--- src/rtl/ea_pkg.sv ---
package ea_pkg;
  typedef enum logic [2:0] {
    AM_IMM  = 3'd0,
    AM_DIR  = 3'd1,
    AM_REG  = 3'd2,
    AM_IND  = 3'd3,
    AM_RIND = 3'd4,
    AM_IDX  = 3'd5,
    AM_BASE = 3'd6,
    AM_STK  = 3'd7
  } am_e;

  typedef enum logic [2:0] {
    S_IDLE = 3'd0,
    S_DEC  = 3'd1,
    S_REQ  = 3'd2,
    S_WAIT = 3'd3,
    S_DONE = 3'd4
  } seq_e;

  localparam int unsigned NUM_MODES = 8;
endpackage

--- src/rtl/ea_regfile.sv ---
module ea_regfile #(
  parameter int unsigned DATA_W   = 16,
  parameter int unsigned REG_N    = 4,
  parameter int unsigned IDX_REG  = 1,
  parameter int unsigned BASE_REG = 2,
  parameter int unsigned SP_REG   = 3,
  localparam int unsigned SEL_W   = $clog2(REG_N)
) (
  input  logic              clk_i,
  input  logic              rst_ni,
  input  logic              we_i,
  input  logic [SEL_W-1:0]  waddr_i,
  input  logic [DATA_W-1:0] wdata_i,
  input  logic [SEL_W-1:0]  rsel_i,
  output logic [DATA_W-1:0] rsel_o,
  output logic [DATA_W-1:0] idx_o,
  output logic [DATA_W-1:0] base_o,
  output logic [DATA_W-1:0] sp_o
);
  logic [DATA_W-1:0] regs [REG_N];

  for (genvar g = 0; g < REG_N; g++) begin : g_reg
    logic [DATA_W-1:0] q;
    always_ff @(posedge clk_i or negedge rst_ni) begin
      if (!rst_ni)                               q <= '0;
      else if (we_i && waddr_i == SEL_W'(g))     q <= wdata_i;
    end
    assign regs[g] = q;
  end

  assign rsel_o = regs[rsel_i];
  assign idx_o  = regs[IDX_REG];
  assign base_o = regs[BASE_REG];
  assign sp_o   = regs[SP_REG];


  wr_commit_chk: assert property (@(posedge clk_i) disable iff (!rst_ni)
    we_i |=> regs[$past(waddr_i)] == $past(wdata_i));
endmodule

--- src/rtl/ea_addr_calc.sv ---
module ea_addr_calc import ea_pkg::*; #(
  parameter int unsigned DATA_W = 16,
  parameter int unsigned MODE_W = 4
) (
  input  logic [MODE_W-1:0] mode_i,
  input  logic [DATA_W-1:0] field_i,
  input  logic [DATA_W-1:0] rsel_i,
  input  logic [DATA_W-1:0] idx_i,
  input  logic [DATA_W-1:0] base_i,
  input  logic [DATA_W-1:0] sp_i,
  output logic              legal_o,
  output logic              need_mem_o,
  output logic              two_reads_o,
  output logic [DATA_W-1:0] addr_o,
  output logic [DATA_W-1:0] direct_val_o
);
  am_e am;

  always_comb begin
    legal_o      = (32'(mode_i) < NUM_MODES);
    am           = am_e'(mode_i[2:0]);
    need_mem_o   = 1'b1;
    two_reads_o  = 1'b0;
    addr_o       = field_i;
    direct_val_o = '0;
    case (am)
      AM_IMM:  begin need_mem_o = 1'b0; direct_val_o = field_i; end
      AM_REG:  begin need_mem_o = 1'b0; direct_val_o = rsel_i;  end
      AM_DIR:  addr_o = field_i;
      AM_IND:  begin addr_o = field_i; two_reads_o = 1'b1; end
      AM_RIND: addr_o = rsel_i;
      AM_IDX:  addr_o = field_i + idx_i;   // wraps at DATA_W
      AM_BASE: addr_o = base_i + field_i;  // displacement from base
      AM_STK:  addr_o = sp_i;
      default: addr_o = field_i;
    endcase
  end
endmodule

--- src/rtl/ea_seq.sv ---
module ea_seq import ea_pkg::*; #(
  parameter int unsigned DATA_W = 16,
  parameter int unsigned MODE_W = 4
) (
  input  logic              clk_i,
  input  logic              rst_ni,
  input  logic              start_i,
  input  logic [MODE_W-1:0] mode_i,
  input  logic [DATA_W-1:0] field_i,
  output logic [MODE_W-1:0] mode_q_o,
  output logic [DATA_W-1:0] field_q_o,
  input  logic              legal_i,
  input  logic              need_mem_i,
  input  logic              two_reads_i,
  input  logic [DATA_W-1:0] addr_i,
  input  logic [DATA_W-1:0] direct_val_i,
  output logic              mem_req_o,
  output logic [DATA_W-1:0] mem_addr_o,
  input  logic              mem_rvalid_i,
  input  logic [DATA_W-1:0] mem_rdata_i,
  output logic [DATA_W-1:0] ea_o,
  output logic [DATA_W-1:0] operand_o,
  output logic [DATA_W-1:0] acc_o,
  output logic              done_o,
  output logic              illegal_o,
  output logic              busy_o
);
  seq_e              state_q;
  logic [MODE_W-1:0] mode_q;
  logic [DATA_W-1:0] field_q, addr_q, ea_q, op_q, acc_q;
  logic              hop_q, ill_q;

  always_ff @(posedge clk_i or negedge rst_ni) begin
    if (!rst_ni) begin
      state_q <= S_IDLE;
      mode_q  <= '0;
      field_q <= '0;
      addr_q  <= '0;
      ea_q    <= '0;
      op_q    <= '0;
      acc_q   <= '0;
      hop_q   <= 1'b0;
      ill_q   <= 1'b0;
    end else begin
      case (state_q)
        S_IDLE: if (start_i) begin
          mode_q  <= mode_i;
          field_q <= field_i;
          ill_q   <= 1'b0;
          state_q <= S_DEC;
        end
        S_DEC: begin
          if (!legal_i) begin
            ill_q   <= 1'b1;
            state_q <= S_DONE;
          end else if (!need_mem_i) begin
            ea_q    <= '0;
            op_q    <= direct_val_i;
            acc_q   <= direct_val_i;
            state_q <= S_DONE;
          end else begin
            addr_q  <= addr_i;
            hop_q   <= two_reads_i;
            ea_q    <= two_reads_i ? '0 : addr_i;
            state_q <= S_REQ;
          end
        end
        S_REQ: state_q <= S_WAIT;
        S_WAIT: if (mem_rvalid_i) begin
          if (hop_q) begin
            // pointer word arrives: it is the effective address
            hop_q   <= 1'b0;
            addr_q  <= mem_rdata_i;
            ea_q    <= mem_rdata_i;
            state_q <= S_REQ;
          end else begin
            op_q    <= mem_rdata_i;
            acc_q   <= mem_rdata_i;
            state_q <= S_DONE;
          end
        end
        S_DONE:  state_q <= S_IDLE;
        default: state_q <= S_IDLE;
      endcase
    end
  end

  assign mode_q_o   = mode_q;
  assign field_q_o  = field_q;
  assign mem_req_o  = (state_q == S_REQ);
  assign mem_addr_o = addr_q;
  assign ea_o       = ea_q;
  assign operand_o  = op_q;
  assign acc_o      = acc_q;
  assign done_o     = (state_q == S_DONE);
  assign illegal_o  = done_o && ill_q;
  assign busy_o     = (state_q != S_IDLE);


  req_pulse_chk: assert property (@(posedge clk_i) disable iff (!rst_ni)
    mem_req_o |=> !mem_req_o);

  done_pulse_chk: assert property (@(posedge clk_i) disable iff (!rst_ni)
    done_o |=> !done_o);

  acc_match_chk: assert property (@(posedge clk_i) disable iff (!rst_ni)
    (done_o && !illegal_o) |-> acc_o == operand_o);

  illegal_hold_chk: assert property (@(posedge clk_i) disable iff (!rst_ni)
    illegal_o |-> $stable(acc_o));

  busy_ignore_chk: assert property (@(posedge clk_i) disable iff (!rst_ni)
    (busy_o && start_i) |=> $stable(field_q));
endmodule

--- src/rtl/ea_resolver.sv ---
module ea_resolver import ea_pkg::*; #(
  parameter int unsigned DATA_W   = 16,
  parameter int unsigned MODE_W   = 4,
  parameter int unsigned REG_N    = 4,
  parameter int unsigned IDX_REG  = 1,
  parameter int unsigned BASE_REG = 2,
  parameter int unsigned SP_REG   = 3
) (
  input  logic                     clk_i,
  input  logic                     rst_ni,
  input  logic                     rf_we_i,
  input  logic [$clog2(REG_N)-1:0] rf_waddr_i,
  input  logic [DATA_W-1:0]        rf_wdata_i,
  input  logic                     start_i,
  input  logic [MODE_W-1:0]        mode_i,
  input  logic [DATA_W-1:0]        field_i,
  output logic                     mem_req_o,
  output logic [DATA_W-1:0]        mem_addr_o,
  input  logic                     mem_rvalid_i,
  input  logic [DATA_W-1:0]        mem_rdata_i,
  output logic [DATA_W-1:0]        ea_o,
  output logic [DATA_W-1:0]        operand_o,
  output logic [DATA_W-1:0]        acc_o,
  output logic                     done_o,
  output logic                     illegal_o,
  output logic                     busy_o
);
  localparam int unsigned SEL_W = $clog2(REG_N);

  logic [MODE_W-1:0] mode_q;
  logic [DATA_W-1:0] field_q, rsel_val, idx_val, base_val, sp_val;
  logic [DATA_W-1:0] calc_addr, calc_val;
  logic              calc_legal, calc_mem, calc_two;

  ea_regfile #(
    .DATA_W(DATA_W), .REG_N(REG_N),
    .IDX_REG(IDX_REG), .BASE_REG(BASE_REG), .SP_REG(SP_REG)
  ) u_rf (
    .clk_i   (clk_i),
    .rst_ni  (rst_ni),
    .we_i    (rf_we_i),
    .waddr_i (rf_waddr_i),
    .wdata_i (rf_wdata_i),
    .rsel_i  (field_q[SEL_W-1:0]),
    .rsel_o  (rsel_val),
    .idx_o   (idx_val),
    .base_o  (base_val),
    .sp_o    (sp_val)
  );

  ea_addr_calc #(.DATA_W(DATA_W), .MODE_W(MODE_W)) u_calc (
    .mode_i       (mode_q),
    .field_i      (field_q),
    .rsel_i       (rsel_val),
    .idx_i        (idx_val),
    .base_i       (base_val),
    .sp_i         (sp_val),
    .legal_o      (calc_legal),
    .need_mem_o   (calc_mem),
    .two_reads_o  (calc_two),
    .addr_o       (calc_addr),
    .direct_val_o (calc_val)
  );

  ea_seq #(.DATA_W(DATA_W), .MODE_W(MODE_W)) u_seq (
    .clk_i        (clk_i),
    .rst_ni       (rst_ni),
    .start_i      (start_i),
    .mode_i       (mode_i),
    .field_i      (field_i),
    .mode_q_o     (mode_q),
    .field_q_o    (field_q),
    .legal_i      (calc_legal),
    .need_mem_i   (calc_mem),
    .two_reads_i  (calc_two),
    .addr_i       (calc_addr),
    .direct_val_i (calc_val),
    .mem_req_o    (mem_req_o),
    .mem_addr_o   (mem_addr_o),
    .mem_rvalid_i (mem_rvalid_i),
    .mem_rdata_i  (mem_rdata_i),
    .ea_o         (ea_o),
    .operand_o    (operand_o),
    .acc_o        (acc_o),
    .done_o       (done_o),
    .illegal_o    (illegal_o),
    .busy_o       (busy_o)
  );


  illegal_nomem_chk: assert property (@(posedge clk_i) disable iff (!rst_ni)
    illegal_o |-> !mem_req_o && !$past(mem_req_o));
endmodule

--- config.mk ---
export PLATFORM = sky130hd
export DESIGN_NAME = ea_resolver
export DESIGN_NICKNAME = d
export VERILOG_FILES = /design/src/rtl/ea_pkg.sv /design/src/rtl/ea_regfile.sv /design/src/rtl/ea_addr_calc.sv /design/src/rtl/ea_seq.sv /design/src/rtl/ea_resolver.sv
export SDC_FILE = /design/constraint.sdc
export NUM_CORES = 1
export LEC_CHECK = 0
export ABC_AREA = 1
export BUFFER_PORTS_ARGS = -buffer_cell sky130_fd_sc_hd__buf_2
export CORE_ASPECT_RATIO = 0.6
export CORE_MARGIN = 5
export CORE_UTILIZATION = 50
export CTS_BUF_LIST = sky130_fd_sc_hd__clkbuf_4 sky130_fd_sc_hd__clkbuf_8
export CTS_CLUSTER_DIAMETER = 30
export DETAILED_ROUTE_END_ITERATION = 8
export PLACE_DENSITY = 0.76
export SLEW_MARGIN = 20
export SYNTH_ARGS = -nofsm -noshare
export SYNTH_HDL_FRONTEND = slang
export SYNTH_HIERARCHICAL = 1
export SYNTH_SLANG_ARGS = --single-unit
--- constraint.sdc ---
create_clock -name clk_i -period 6 [get_ports clk_i]
set_clock_uncertainty 0.05 [all_clocks]
set_input_delay 1.8 -clock clk_i [delete_from_list [all_inputs] [get_ports clk_i]]
set_output_delay 1.8 -clock clk_i [all_outputs]
set_load 0.01 [all_outputs]
Word level (Yosys, flattened, before mapping)
Index checks and enable logic that the tools add are counted.
- bits in registers: 137
- word-level logic and storage cells: 90
- $add $sub $neg: 2
- $lt $le $gt $ge: 2
- eq/ne operators: 21
- multiplexer cells: 33
- bitwise operators: 1
- reduce and logical (&&, ||, !) cells: 19
- operators by type and width (kind ; count):
    $mux 16 ; 13
    $pmux 16 s2 ; 4
    $pmux 16 s4 ; 1
    $add 16x16->16 ; 2
    $bmux 16 s2 ; 1
    $eq 3x3->1 const B ; 5
    $mux 3 ; 5
    $eq 3x2->1 const B ; 4
    $ne 2x2->1 const B ; 6
    $pmux 3 s4 ; 1
    $reduce_and 5->1 ; 2
    $reduce_and 4->1 ; 2
    $logic_not 3->1 ; 2
    $mux 1 ; 6
    $logic_and 1x1->1 ; 5
    $eq 2x2->1 const B ; 2
    $lt 4x4->1 const B ; 1
    $ne 2x1->1 const B ; 2
    $pmux 1 s2 ; 2
    $reduce_and 2->1 ; 2
    $reduce_bool 2->1 ; 2
    $eq 3x1->1 const B ; 1
    $ge 3x3->1 const B ; 1
    $not 2->3 ; 1
    5 further kinds ; 5

Depth between registers and ports, before layout
- depth in word-level cells: 9
- depth in mapped cells: 19

Cells and area by module
The synthesis kept the hierarchy.
- modules (own cells, without submodules) (module ; instances ; cells each ; area each (um^2) ; seq. area each (um^2)):
    ea_seq ; 1 ; 486 ; 3702.3 ; 1826.8
    ea_regfile ; 1 ; 470 ; 3445.8 ; 1601.5
    ea_addr_calc ; 1 ; 322 ; 1779.2 ; 0.0

Worst setup path after synthesis
Ideal clock, no wire load.
- kind: reg-to-output
- start point: reg u_seq.state_q[2]
- end point: out illegal_o
- arrival: 0.972 ns
- setup slack: 3.178 ns
- stages on the path, launching flop included: 3
- path buffers: 0
- cell sequence: dfrtp_1 inv_1 nor4_1
- cells in the longest elaborated chain, start to end: 2
- RTL lines (item ; RTL line ; source):
    start, declared ; ea_seq.sv:28 ; seq_e state_q;
    start signal, assigned ; ea_seq.sv:35 ; state_q <= S_IDLE;
    start signal, assigned ; ea_seq.sv:50 ; state_q <= S_DEC;
    start signal, assigned ; ea_seq.sv:55 ; state_q <= S_DONE;
    $eq 3x3->1 ; ea_seq.sv:95 ; assign done_o = (state_q == S_DONE);
    $logic_and 1x1->1 ; ea_seq.sv:96 ; assign illegal_o = done_o && ill_q;
    end, declared ; ea_resolver.sv:25 ; output logic illegal_o,
No other way between the ends.

Final worst setup path
- start point: reg u_seq.state_q[0]
- end point: out mem_req_o
- cells in the longest elaborated chain, start to end: 1
- RTL lines (item ; RTL line ; source):
    $eq 3x2->1 ; ea_seq.sv:90 ; assign mem_req_o = (state_q == S_REQ);
    end, declared ; ea_resolver.sv:17 ; output logic mem_req_o,
No other way between the ends.

==> impl_metrics.yaml <==
status:
  status: "completed"
clock_network:
  numCtsBuffers: 17
  tritoncts: "built"
  cts_buffer_depth: 2
  post_cts_buffers: 0
  clock_latency_ns: 0.46
  clkSinkCount: 137
  clk_pin_slew_ns: 0.08
  post_cts_resized: 0
  ctsHtreeMaxLevel: 4
  clock-root-buffer: "clkbuf_8"
  ctsHoldBuffers: 0
worst_setup_path:
  critPathBufInv: 2
  worst-setup-path-type: "register to output pin"
  cp-start-kind: "register"
  worstSetupEndpointType: "output pin"
  cp_slowest_stage_delay_ns: 0.51
  arrival_ns: 1.58
  worstPathCellList: "nor2_1, nand2_1, inv_1, buf_2"
  cpMaxStageDelayCell: "dfrtp_1"
  crit_family: "flip-flops"
  cp_max_fo: 11
  worstPathRequired_ns: 4.15
floorplanning:
  start_util: 0.516
  io_pins: 127
  num_rows: 37
  die_y_um: 114
  die_w_um: 183
  core_um2: 17300
  dieArea_um2: 20700
timing:
  fin_hold_ws_ns: 0.427
  post-route-period-util: 0.572
  max_freq_ghz: 0.292
  rsz0062_at_grt: "false"
  timing.final.max_slew_violations: 0
  setup-violations-final: 0
  tightest_slew_ns: 1.05
  finalCriticalPeriod_ns: 3.43
  finalSetupTns_ns: 0
  hold_violations: 0
  slew-limit-headroom: 0.296
run:
  cap_viol_max_count: 0
synthesis:
  ys_seq_area_frac: 0.384
  ys_types: 39
  synthesis.area_um2: 8930
  ys_ff_latch: 137
  synthCells: 1278
  synth_area_leader_cell: "dfrtp_1"
  synth_common_cells: "nand2_1 (551), inv_1 (146), dfrtp_1 (137)"
  yosysWarnings: 6
  synth.area.top_cells: "dfrtp_1 (38%), nand2_1 (23%), inv_1 (6.1%)"
  syn_avg_cell_area_um2: 6.99
  synth_edf_count: 0
  syn_nets: 1356
  async_flop_share: 1.00
  yosysMostFrequentCell: "nand2_1"
  synth-main-ff-cell: "dfrtp_1"
  netlist.area_leader.share: 0.384
grt:
  grt_pass1_wl_um: 42600
  overflow: 0
  grt_pass1_vias: 8217
  antenna_found_initial: 0
  grt_max_degree: 97
  grtUsageTotal: 0.253
finish:
  num_antenna_cells: 0
  fin_nets: 1422
  drive_gt1_frac: 0.162
  area_growth_syn_to_layout_pct: 9.46
power_and_ir_drop:
  power_frac_seq: 0.297
  p_int_w: 0.00251
  leakage_nw: 5.66
  p_sw_frac: 0.493
  p_per_area_nw_per_um2: 506
  clkPwrFrac: 0.163
  irDropWorstVdd_mv: 0.306
  p_comb_frac: 0.540
  p_switching_w: 0.00244
detailed_routing:
  drc: 0
  routedWlPerCell_um: 16.3
  antenna_left: 0
  num_vias: 8684
  via_per_inst: 5.46
  drt_iter0_drc: 875
  finalWirelength_um: 25900
  drtPass1Iterations: 5
placed_design:
  io_buffer_count: 126
  dp_hpwl_um: 19300
  place_congestion: 0.972
worst_hold_path:
  hold_path.class: "register to register"
==> per-layer routing <==
layer  track usage  share of wire  vias up
met1         0.389           0.49     4136
met2         0.364           0.41      318
met3        0.0653          0.085       25
met5             0              0        -
li1              -              -     4205
met4        0.0445          0.011        0
==> cells in the final DEF, fill, tap and decap left out, types with 5 or more instances in the layout <==
master | Yosys | routed
nand2_1 | 551 | 551
inv_1 | 146 | 145
dfrtp_1 | 137 | 137
buf_2 | 33 | 125
nand3_1 | 107 | 107
nand4_1 | 74 | 74
o21ai_0 | 24 | 24
ha_1 | 18 | 18
clkbuf_8 | 0 | 17
o22ai_1 | 15 | 15
o21ai_1 | 15 | 15
mux2_2 | 14 | 14
a21oi_1 | 13 | 13
nor2_1 | 13 | 13
inv_2 | 9 | 9
o21ai_2 | 9 | 9
nand2_2 | 8 | 8
nand3_2 | 5 | 5
o2111ai_1 | 5 | 5
==> registers in the layout (all words and copies together) (netlist names) <==
name,cells
u_rf/base_o,16
u_seq/state_q,3
u_rf/g.q,16
u_seq/field_q_o,16
u_rf/idx_o,16
u_seq/mem_addr_o,16
u_seq/mode_q_o,4
u_seq/ill_q,1
u_seq/ea_o,16
u_seq/hop_q,1
u_seq/acc_o,16
u_rf/sp_o,16
==> kinds of logic (layout without fill, tap and decap cells) <==
| family | Yosys count | count (layout) | synth area share |
|---|---|---|---|
| AOI/OAI and AO/OA | 89 | 89 | 0.0604 |
| xor gates and xnor gates | 1 | 1 | 0.000981 |
| adders and majority gates | 19 | 19 | 0.0275 |
| buffers and inverters | 237 | 315 | 0.123 |
| DFF | 137 | 137 | 0.384 |
| muxes | 14 | 14 | 0.0177 |
| and+or+nand+nor | 781 | 781 | 0.386 |
==> worst min-delay path: stages, from the launching register on <==
cell     delay, ns
dfrtp_1       0.34
nand2_1       0.05
nand2_1       0.05
==> stage by stage <==
step	worst slack, ns	cells	util	area (µm²)	power (W)
CTS	2.56	1590	0.564	9770	0.00492
global placement	2.42	1559	0.541	9360	0.00404
floorplan	3.18	1278	-	8930	0.00344
finish	2.57	1590	0.564	9770	0.00495
global route	2.38	1590	0.564	9770	0.00537
detailed placement	2.38	1559	0.541	9360	0.00409
==> area by class of cell <==
type | instances | area (µm²)
fill | 1722 | 7540
multi-input combinational | 904 | 4400
sequential | 137 | 3430
timing repair buffer | 129 | 659
inverter | 155 | 582
tap | 234 | 293
clock buffer | 18 | 241
clock inverter | 13 | 169
==> power groups by stage <==
stage / sequential [W] / clock, W / combinational (W)
floorplan: 0.00144 / 0 / 0.00200
global placement: 0.00148 / 0 / 0.00257
detailed placement: 0.00148 / 0 / 0.00261
CTS: 0.00146 / 0.000823 / 0.00263
global route: 0.00151 / 0.000861 / 0.00299
finish: 0.00147 / 0.000807 / 0.00267
==> final timing paths <==
kind | startpoint | endpoint | slack [ns] | cells after the start
max | u_seq/state_q[0] | mem_req_o | 2.57 | 4
min | u_seq/ea_o[9] | u_seq/ea_o[9] | 0.43 | 2
max reg2reg | u_seq/mode_q_o[1] | u_seq/ea_o[15] | 2.58 | 16
min reg2reg | u_seq/ea_o[9] | u_seq/ea_o[9] | 0.43 | 2
max in group asynchronous | rst_ni | u_seq/mode_q_o[1] | 3.43 | 2
min in group asynchronous | rst_ni | u_rf/g_reg[0].q[8] | 1.35 | 1
Note: power is estimated with default switching activity, not from simulation.
